[src/rtl/ovrx_pkg.sv]
package ovrx_pkg;

  localparam int RATIO_W = 5;

  typedef enum logic [2:0] {
    ST_WAITHI,
    ST_IDLE,
    ST_START,
    ST_DATA,
    ST_PAR,
    ST_STOP
  } rx_state_t;

  typedef struct packed {
    logic [RATIO_W-1:0] ratio;
    logic               seven;
    logic               par_en;
    logic               par_odd;
    logic               two_stop;
  } frame_cfg_t;

  function automatic logic [RATIO_W-1:0] ratio_of(input logic [2:0] sel);
    logic [RATIO_W-1:0] r;
    case (sel)
      3'd0:    r = RATIO_W'(16);
      3'd1:    r = RATIO_W'(5);
      3'd2:    r = RATIO_W'(7);
      3'd3:    r = RATIO_W'(11);
      3'd4:    r = RATIO_W'(13);
      3'd5:    r = RATIO_W'(17);
      3'd6:    r = RATIO_W'(19);
      default: r = RATIO_W'(27);
    endcase
    return r;
  endfunction

endpackage

[src/rtl/ovrx_sync.sv]
module ovrx_sync #(
  parameter int STAGES = 2
) (
  input  logic clk,
  input  logic rst,
  input  logic din,
  output logic dout
);
  logic [STAGES-1:0] q;

  always_ff @(posedge clk) begin
    if (rst) q <= '1;
    else     q <= {q[STAGES-2:0], din};
  end

  assign dout = q[STAGES-1];
endmodule

[src/rtl/ovrx_bit_timer.sv]
module ovrx_bit_timer #(
  parameter int CW = 5
) (
  input  logic          clk,
  input  logic          rst,
  input  logic          smp_en,
  input  logic          load,
  input  logic          active,
  input  logic [CW-1:0] ratio,
  output logic          mid
);
  logic [CW-1:0] cnt;
  logic [CW-1:0] last;
  logic [CW-1:0] half;

  assign last = ratio - CW'(1);
  assign half = ratio >> 1;

  // Index 0 is the sample that saw the start edge, so a load sets 1.
  always_ff @(posedge clk) begin
    if (rst) begin
      cnt <= '0;
    end else if (smp_en) begin
      if (load)        cnt <= CW'(1);
      else if (active) cnt <= (cnt == last) ? '0 : cnt + CW'(1);
    end
  end

  assign mid = smp_en && active && (cnt == half);
endmodule

[src/rtl/ovrx_frame_fsm.sv]
module ovrx_frame_fsm
  import ovrx_pkg::*;
#(
  parameter int DATA_W = 8
) (
  input  logic              clk,
  input  logic              rst,
  input  logic              smp_en,
  input  logic              line,
  input  frame_cfg_t        cfg_in,
  input  logic              mid,
  output logic              timer_load,
  output logic              timer_active,
  output frame_cfg_t        cfg_q,
  output logic [DATA_W-1:0] rx_data,
  output logic              rx_valid,
  output logic              rx_break,
  output logic              rx_frame_err,
  output logic              rx_par_err
);
  localparam int BCW = $clog2(DATA_W);
  localparam logic [BCW-1:0] LAST_FULL  = BCW'(DATA_W - 1);
  localparam logic [BCW-1:0] LAST_SHORT = BCW'(DATA_W - 2);

  rx_state_t         state;
  logic [BCW-1:0]    bit_idx;
  logic [BCW-1:0]    last_idx;
  logic [DATA_W-1:0] shreg;
  logic              par_acc;
  logic              par_bad;
  logic              all_low;
  logic              stop_bad;
  logic              second;
  logic              fe_now;

  assign last_idx     = cfg_q.seven ? LAST_SHORT : LAST_FULL;
  assign timer_load   = smp_en && (state == ST_IDLE) && !line;
  assign timer_active = (state == ST_START) || (state == ST_DATA) ||
                        (state == ST_PAR)   || (state == ST_STOP);
  assign fe_now       = stop_bad | ~line;

  always_ff @(posedge clk) begin
    if (rst) begin
      state        <= ST_WAITHI;
      cfg_q        <= '0;
      bit_idx      <= '0;
      shreg        <= '0;
      par_acc      <= 1'b0;
      par_bad      <= 1'b0;
      all_low      <= 1'b0;
      stop_bad     <= 1'b0;
      second       <= 1'b0;
      rx_data      <= '0;
      rx_valid     <= 1'b0;
      rx_break     <= 1'b0;
      rx_frame_err <= 1'b0;
      rx_par_err   <= 1'b0;
    end else begin
      rx_valid     <= 1'b0;
      rx_break     <= 1'b0;
      rx_frame_err <= 1'b0;
      rx_par_err   <= 1'b0;
      if (smp_en) begin
        unique case (state)
          ST_WAITHI: if (line) state <= ST_IDLE;
          ST_IDLE: begin
            if (!line) begin
              state <= ST_START;
              cfg_q <= cfg_in;
            end
          end
          ST_START: begin
            if (mid) begin
              if (line) begin
                state <= ST_IDLE;
              end else begin
                state    <= ST_DATA;
                bit_idx  <= '0;
                all_low  <= 1'b1;
                par_acc  <= 1'b0;
                par_bad  <= 1'b0;
                stop_bad <= 1'b0;
                second   <= 1'b0;
              end
            end
          end
          ST_DATA: begin
            if (mid) begin
              shreg   <= {line, shreg[DATA_W-1:1]};
              par_acc <= par_acc ^ line;
              all_low <= all_low & ~line;
              if (bit_idx == last_idx) state <= cfg_q.par_en ? ST_PAR : ST_STOP;
              else                     bit_idx <= bit_idx + BCW'(1);
            end
          end
          ST_PAR: begin
            if (mid) begin
              par_bad <= (par_acc ^ line) != cfg_q.par_odd;
              all_low <= all_low & ~line;
              state   <= ST_STOP;
            end
          end
          ST_STOP: begin
            if (mid) begin
              if (cfg_q.two_stop && !second) begin
                second   <= 1'b1;
                stop_bad <= ~line;
                all_low  <= all_low & ~line;
              end else begin
                if (all_low && !line) begin
                  rx_break <= 1'b1;
                end else begin
                  rx_valid     <= 1'b1;
                  rx_data      <= cfg_q.seven ? {1'b0, shreg[DATA_W-1:1]} : shreg;
                  rx_frame_err <= fe_now;
                  rx_par_err   <= cfg_q.par_en & par_bad;
                end
                state <= line ? ST_IDLE : ST_WAITHI;
              end
            end
          end
          default: state <= ST_WAITHI;
        endcase
      end
    end
  end
endmodule

[src/rtl/ovrx_rx.sv]
module ovrx_rx
  import ovrx_pkg::*;
#(
  parameter int DATA_W      = 8,
  parameter int SYNC_STAGES = 2
) (
  input  logic              clk,
  input  logic              rst,
  input  logic              smp_en,
  input  logic              rxd,
  input  logic [2:0]        cfg_ratio_sel,
  input  logic              cfg_seven,
  input  logic              cfg_par_en,
  input  logic              cfg_par_odd,
  input  logic              cfg_two_stop,
  output logic [DATA_W-1:0] rx_data,
  output logic              rx_valid,
  output logic              rx_frame_err,
  output logic              rx_par_err,
  output logic              rx_break
);
  logic       line;
  logic       mid;
  logic       timer_load;
  logic       timer_active;
  frame_cfg_t cfg_in;
  frame_cfg_t cfg_q;
  logic       lat_seven;

  assign cfg_in = '{ratio:    ratio_of(cfg_ratio_sel),
                    seven:    cfg_seven,
                    par_en:   cfg_par_en,
                    par_odd:  cfg_par_odd,
                    two_stop: cfg_two_stop};
  assign lat_seven = cfg_q.seven;

  ovrx_sync #(.STAGES(SYNC_STAGES)) u_sync (
    .clk  (clk),
    .rst  (rst),
    .din  (rxd),
    .dout (line)
  );

  ovrx_bit_timer #(.CW(RATIO_W)) u_timer (
    .clk    (clk),
    .rst    (rst),
    .smp_en (smp_en),
    .load   (timer_load),
    .active (timer_active),
    .ratio  (cfg_q.ratio),
    .mid    (mid)
  );

  ovrx_frame_fsm #(.DATA_W(DATA_W)) u_fsm (
    .clk          (clk),
    .rst          (rst),
    .smp_en       (smp_en),
    .line         (line),
    .cfg_in       (cfg_in),
    .mid          (mid),
    .timer_load   (timer_load),
    .timer_active (timer_active),
    .cfg_q        (cfg_q),
    .rx_data      (rx_data),
    .rx_valid     (rx_valid),
    .rx_break     (rx_break),
    .rx_frame_err (rx_frame_err),
    .rx_par_err   (rx_par_err)
  );
endmodule

[config.mk]
export PLATFORM = sky130hd
export DESIGN_NAME = ovrx_rx
export DESIGN_NICKNAME = d
export VERILOG_FILES = /design/src/rtl/ovrx_pkg.sv /design/src/rtl/ovrx_sync.sv /design/src/rtl/ovrx_bit_timer.sv /design/src/rtl/ovrx_frame_fsm.sv /design/src/rtl/ovrx_rx.sv
export SDC_FILE = /design/constraint.sdc
export NUM_CORES = 1
export LEC_CHECK = 0
export BUFFER_PORTS_ARGS = -buffer_cell sky130_fd_sc_hd__buf_2
export CAP_MARGIN = 5
export CORE_UTILIZATION = 58
export CTS_CLUSTER_DIAMETER = 80
export DETAILED_ROUTE_END_ITERATION = 10
export PLACE_DENSITY = 0.88
export SLEW_MARGIN = 20
export SYNTH_ARGS = -nofsm -noshare
export SYNTH_HDL_FRONTEND = slang
export SYNTH_SLANG_ARGS = --single-unit
[constraint.sdc]
create_clock -name clk -period 2.8 [get_ports clk]
set_clock_uncertainty 0.1 [all_clocks]
set_input_delay 0.14 -clock clk [delete_from_list [all_inputs] [get_ports clk]]
set_output_delay 0.14 -clock clk [all_outputs]
set_load 0.05 [all_outputs]
== Yosys cells after proc, flatten, opt, wreduce, memory -nomap -nowiden ==
Cells that the tools add are included.

* Register bits: 47
* Input port bits: 11
* Word-level logic and storage cells: 134

* Add/subtract/negate cells: 3
* Equality and inequality tests: 27
* Muxes and demuxes: 43
* Bitwise operators: 10
* Reduce and logical (&&, ||, !) cells: 31

{| class="wikitable"
|+ Operator list
! operator !! count
|-
| 3-bit two-way mux || 12
|-
| 5-bit case mux with 7 select lines || 1
|-
| 2-bit inequality test, second input constant || 11
|-
| 1-bit two-way mux || 18
|-
| 3-bit case mux with 6 select lines || 1
|-
| 3-bit == test, second input constant || 5
|-
| 5-bit two-way mux || 3
|-
| 5-bit AND reduction || 3
|-
| 3-bit by 2-bit == test with 1-bit output, second input constant || 4
|-
| 6-bit AND reduction || 2
|-
| 9-bit AND reduction || 1
|-
| 8-bit two-way mux || 1
|-
| 1-bit case mux with 2 select lines || 4
|-
| 2-bit nonzero test || 4
|-
| 7-bit AND reduction || 1
|-
| 3-bit by 1-bit == test with 1-bit output, second input constant || 2
|-
| 1-bit logical AND || 6
|-
| 3-bit zero test || 2
|-
| 1-bit NOT || 6
|-
| 3-bit case mux with 2 select lines || 1
|-
| 3-bit AND reduction || 2
|-
| 6-bit OR reduction || 1
|-
| 5-bit by 1-bit adder with 5-bit output, second input constant || 1
|-
| 5-bit by 4-bit == test with 1-bit output || 1
|-
| 17 further kinds || 21
|}

== Longest topological paths before layout ==
* Word-level depth: 8
* Depth in mapped cells: 9

== Cells and area by module ==
From an unflattened synthesis, not the netlist that was laid out.

* Cells, all modules: 272
* Area, all modules: 2,478.6 sq um

{| class="wikitable"
|+ By module, submodules not included
! module !! instances !! cells each !! area an instance (sq um) !! sequential area each (sq um)
|-
| ovrx_frame_fsm || 1 || 203 || 1,875.5 || 800.8
|-
| ovrx_bit_timer || 1 || 55 || 488.0 || 100.1
|-
| ovrx_rx || 1 || 10 || 62.6 || 0.0
|-
| ovrx_sync || 1 || 4 || 52.6 || 40.0
|}

== Least setup slack after synthesis ==
No wires, ideal clock.

* Kind: reg2reg
* Start: reg u_fsm.state[1]
* End: reg u_fsm.state[2]
* Library setup time: 0.117 ns
* Data arrival time: 2.264 ns
* Required time: 2.583 ns
* Path slack: 0.318 ns
* Stages on the path, launching flop included: 9
* Buffers on the path: 1
* Period minus slack after synthesis: 2.482 ns
* Path through: dfxtp_1 buf_2 inv_1 ha_1 or3b_4 nor2_1 a31oi_1 or4b_1 a32o_1

* Word-level cells in the longest chain between the ends: 8
* Elaborated cells between the ends (all ways): 21
* Those cells by class: eq/ne: 13; mux: 1; reduce/logical: 7

{| class="wikitable"
|+ Ends and longest elaborated chain
! item !! RTL line !! source
|-
| from (decl) || ovrx_frame_fsm.sv:25 || <nowiki>rx_state_t state;</nowiki>
|-
| from (signal assigned) || ovrx_frame_fsm.sv:92 || <nowiki>if (bit_idx == last_idx) state <= cfg_q.par_en ? ST_PAR : ST_STOP;</nowiki>
|-
| from (signal assigned) || ovrx_frame_fsm.sv:118 || <nowiki>state <= line ? ST_IDLE : ST_WAITHI;</nowiki>
|-
| 3-bit by 2-bit == test with 1-bit output || ovrx_frame_fsm.sv:38, ovrx_frame_fsm.sv:64 ||
|-
| 1-bit logical OR (2 in a row) || ovrx_frame_fsm.sv:38 || <nowiki>assign timer_active = (state == ST_START) || (state == ST_DATA) ||</nowiki>
|-
| 1-bit logical OR || ovrx_frame_fsm.sv:39 || <nowiki>(state == ST_PAR) || (state == ST_STOP);</nowiki>
|-
| 1-bit logical AND (2 in a row) || ovrx_bit_timer.sv:29 || <nowiki>assign mid = smp_en && active && (cnt == half);</nowiki>
|-
| 2-bit inequality test (no line) || - ||
|-
| 9-bit AND reduction (no line) || - ||
|}

Parallel ways exist; a longest one is shown, timed or not.
A chain may end at the register's enable or synchronous reset.

== Worst setup path after layout ==
Same ends and word-level chain as after synthesis.

==> results.md <==
- Period utilization: 0.856
- Area of the die: approximately 4400 um2
- End of the worst register-to-register path: u_fsm.state[2]
- Final setup fails: 0
- Top routing layer used: met4
- Clock net sink count: 47
- Pin count of the biggest net entering global routing: 41
- Hold Path Class: in -> reg
- Source-to-sink clock delay at the later pin of the worst-skew pair: 0.30 ns
- Worst setup EP type: flip-flop
- Share of post-route cells with drive strength above 1: 0.150
- Number of hold-slack violations in the final timing report: 0
- Cells resized by post-CTS repair: 0
- Source of the worst hold timing path: cfg_ratio_sel[1]
- Leakage power summed over all cells: 1.06 nW
- Final-stage net count: 317
- Total length of routed met2 wires: 2530 um
- Fin crit period: approximately 2.4 ns
- Flip-flop and latch count after synthesis: between 40 and 50
- First-pass detailed-route iteration total: 4
- Initial core utilization: 0.607
- DP Wirelength: 3500 um
- Biggest fanout along the worst timing path: 4
- WHS Endpoint: u_fsm.cfg_q[5]
- Hold path depth: 3
- Mean Syn Cell Area: 8.76 um2
- Number of instances in the synthesized netlist: around 280
- Category of the critical setup timing path: reg -> reg
- Share of the yosys chip area belonging to registers: 0.388
- Max-Slew Margin vs Limit: 0.504
- Global placement routability congestion: around 0.86
- Number of enable-type register cells in the synthesized netlist: 0
- Final Routed Wirelength: 5170 um
- RSZ-0062 raised after global routing: no
- Placed Instances: 339
- Floorplan row count: 23
- Horizontal die dimension: approximately 67 um
- Routed vias/inst: approximately 5.9
- Power Density: 475 nW/um2
- Routed met1 length: 2270 um
- CTS root buf: sky130_fd_sc_hd__clkbuf_8
- Maximum Capacitance Violations: 0
- TritonCTS clock tree: done
- Count of nets left with antenna violations after detail routing: 0
- Layout-stage area growth over the synthesis result: 11.8%
- Die Span Y: between 60 and 70 um
- Leading cell type in the layout, fill and taps excluded: sky130_fd_sc_hd__dfxtp_1
- Summed negative setup slack over all endpoints: 0 ns
- Count of antenna diodes in the layout: 0
- IR drop worst, VDD: 357 uV
- Number of non-filler instances in the completed layout: ~350
- Cts-stage hold buffer count: 5
- Worst setup path start: u_fsm.state[1]
- Routed length on met3: 293 um
- Core area: 4000 um2
- Overall Global Routing Usage: 0.256
- Max Root-Sink Buffers: 2
- Port bufs: 22
- I/O pin count: 23
- Clock transition at the registers of the reported paths: 0.08 ns
- Post-synth net total: 293
- Leftover overflow at the end of global routing: 0
- Worst slew pin tran: between 0.7 and 0.8 ns
- Result of the run: finished clean
- Vias in the first global route: 1876
- Element type at the critical path start: flip-flop
- Violation count after the first detailed-routing iteration: 200
- Signal arrival time at the worst endpoint: 2.50 ns
- Worst R2R Start: u_fsm.state[1]
- Via count: 2074
- Mapped cell area: 2430 um2
- Data required time at the worst endpoint: 2.90 ns
- Most used flip-flop cell after synthesis: sky130_fd_sc_hd__dfxtp_1
- Setup Buffers After CTS: 0
- Clock buffers created by TritonCTS: 5
- Depth of the CTS H-tree: 2
- Number of warnings printed during yosys synthesis: 0
- Number of distinct library cells after synthesis: between 50 and 60
- Max-slew violation count: 0
- Upper clock frequency limit: 417 MHz
- Number of remaining DRC errors: 0
- Number of cells on the worst reg-to-reg path: 7
- Fraction of registers with async set/reset: 0
- Most used cells in the layout excluding fill and tap cells: sky130_fd_sc_hd__dfxtp_1 (47), sky130_fd_sc_hd__nor2_1 (35), sky130_fd_sc_hd__mux2i_1 (23)
- Initial antenna violation count: 0
- R2R Setup Slk: 0.40 ns
- Detailed-route wire length per cell: around 15 um
- Global-route wire length before repair: 8640 um
-- cells in the mapped netlist (2+ instances only) --
| master | instances | area [um2] |
|---|---|---|
| sky130_fd_sc_hd__dfxtp_1 | 47 | 941 |
| sky130_fd_sc_hd__nor2_1 | 35 | 131 |
| sky130_fd_sc_hd__mux2i_1 | 23 | 230 |
| sky130_fd_sc_hd__nand2_1 | 18 | 67.6 |
| sky130_fd_sc_hd__a21oi_1 | 15 | 75.1 |
| sky130_fd_sc_hd__clkbuf_1 | 10 | 37.5 |
| sky130_fd_sc_hd__o21ai_0 | 10 | 50.1 |
| sky130_fd_sc_hd__a211oi_1 | 8 | 60.1 |
| sky130_fd_sc_hd__inv_1 | 8 | 30.0 |
| sky130_fd_sc_hd__nand3_1 | 8 | 40.0 |
| sky130_fd_sc_hd__xnor2_1 | 8 | 70.1 |
| sky130_fd_sc_hd__nor3_1 | 7 | 35.0 |
| sky130_fd_sc_hd__xor2_1 | 7 | 61.3 |
| sky130_fd_sc_hd__ha_1 | 5 | 62.6 |
| sky130_fd_sc_hd__nand2b_1 | 5 | 31.3 |
| sky130_fd_sc_hd__a31oi_1 | 4 | 25.0 |
| sky130_fd_sc_hd__nand3b_1 | 4 | 30.0 |
| sky130_fd_sc_hd__nor2b_1 | 4 | 25.0 |
| sky130_fd_sc_hd__and3_1 | 3 | 18.8 |
| sky130_fd_sc_hd__o211ai_1 | 3 | 22.5 |
| sky130_fd_sc_hd__o22ai_1 | 3 | 18.8 |
| sky130_fd_sc_hd__or2_2 | 3 | 18.8 |
| sky130_fd_sc_hd__a211oi_2 | 2 | 25.0 |
| sky130_fd_sc_hd__a311oi_1 | 2 | 17.5 |
| sky130_fd_sc_hd__buf_1 | 2 | 7.51 |
| sky130_fd_sc_hd__buf_2 | 2 | 10.0 |
| sky130_fd_sc_hd__o21a_1 | 2 | 15.0 |
| sky130_fd_sc_hd__o31ai_1 | 2 | 15.0 |
| sky130_fd_sc_hd__or4_1 | 2 | 15.0 |
| sky130_fd_sc_hd__or4b_1 | 2 | 20.0 |
-- per-layer routing --
metal,track usage,vias to the layer above
met5,0,-
met4,0.0931,0
met3,0.0651,8
met2,0.419,66
met1,0.321,965
li1,-,1035
-- worst max-delay path, cell delays in order (launching register included) --
cell	delay [ns]
sky130_fd_sc_hd__dfxtp_1	0.34
sky130_fd_sc_hd__inv_1	0.06
sky130_fd_sc_hd__ha_1	0.30
sky130_fd_sc_hd__or3b_4	0.39
sky130_fd_sc_hd__nor2_1	0.17
sky130_fd_sc_hd__a31oi_1	0.14
sky130_fd_sc_hd__or4b_1	0.53
sky130_fd_sc_hd__a32o_1	0.27
-- per-stage QoR --
stage	utilization	hold slack, ns	setup slack, ns	total power, mW	cell area, um2
2_1_floorplan	-	0.144	0.318	0.826	2430
3_3_place_gp	0.643	0.227	0.485	0.859	2570
3_5_place_dp	0.643	0.226	0.422	0.866	2570
4_1_cts	0.678	0.0456	0.416	1.29	2710
5_1_grt	0.678	0.0469	0.288	1.34	2710
6_report	0.678	0.0521	0.404	1.29	2710
-- registers in the layout, summed over array words and instances, names as in the netlist, 2 cells and up --
signal	count
u_fsm.rx_data	8
u_fsm.shreg	8
u_fsm.state	3
u_fsm.bit_idx	3
u_fsm.cfg_q	9
u_timer.cnt	5
u_sync.q	2
-- worst max path at each step --
stage | cells past startpoint | endpoint
finish | 7 | u_fsm.state[2]
global route | 7 | u_fsm.state[2]
CTS | 7 | u_fsm.state[2]
detailed placement | 7 | u_fsm.state[2]
global placement | 7 | u_fsm.state[2]
floorplan | 8 | u_fsm.state[2]
-- power by group --
group	switching [mW]	internal [mW]
Sequential	0.0250	0.680
Combinational	0.0900	0.0641
Clock	0.231	0.199
-- logic make-up (layout without fill, tap and decap cells) --
logic type	Yosys count	after routing	synth area share
compound gates	60	60	0.166
fa+ha+maj	5	5	0.0258
mux	23	23	0.0948
simple gates	103	103	0.228
flops	47	47	0.388
buf+inv	24	48	0.0428
xor+xnor	15	15	0.0541
-- final cells by class --
type | count | area, um2
Clock inverter | 1 | 8.76
Clock buffer | 6 | 82.6
Inverter | 8 | 30.0
Timing Repair Buffer | 33 | 205
Tap cell | 50 | 62.6
Fill cell | 309 | 1290
Sequential cell | 47 | 941
Multi-Input combinational cell | 206 | 1380
No activity file was read; power rests on OpenSTA's default activity.
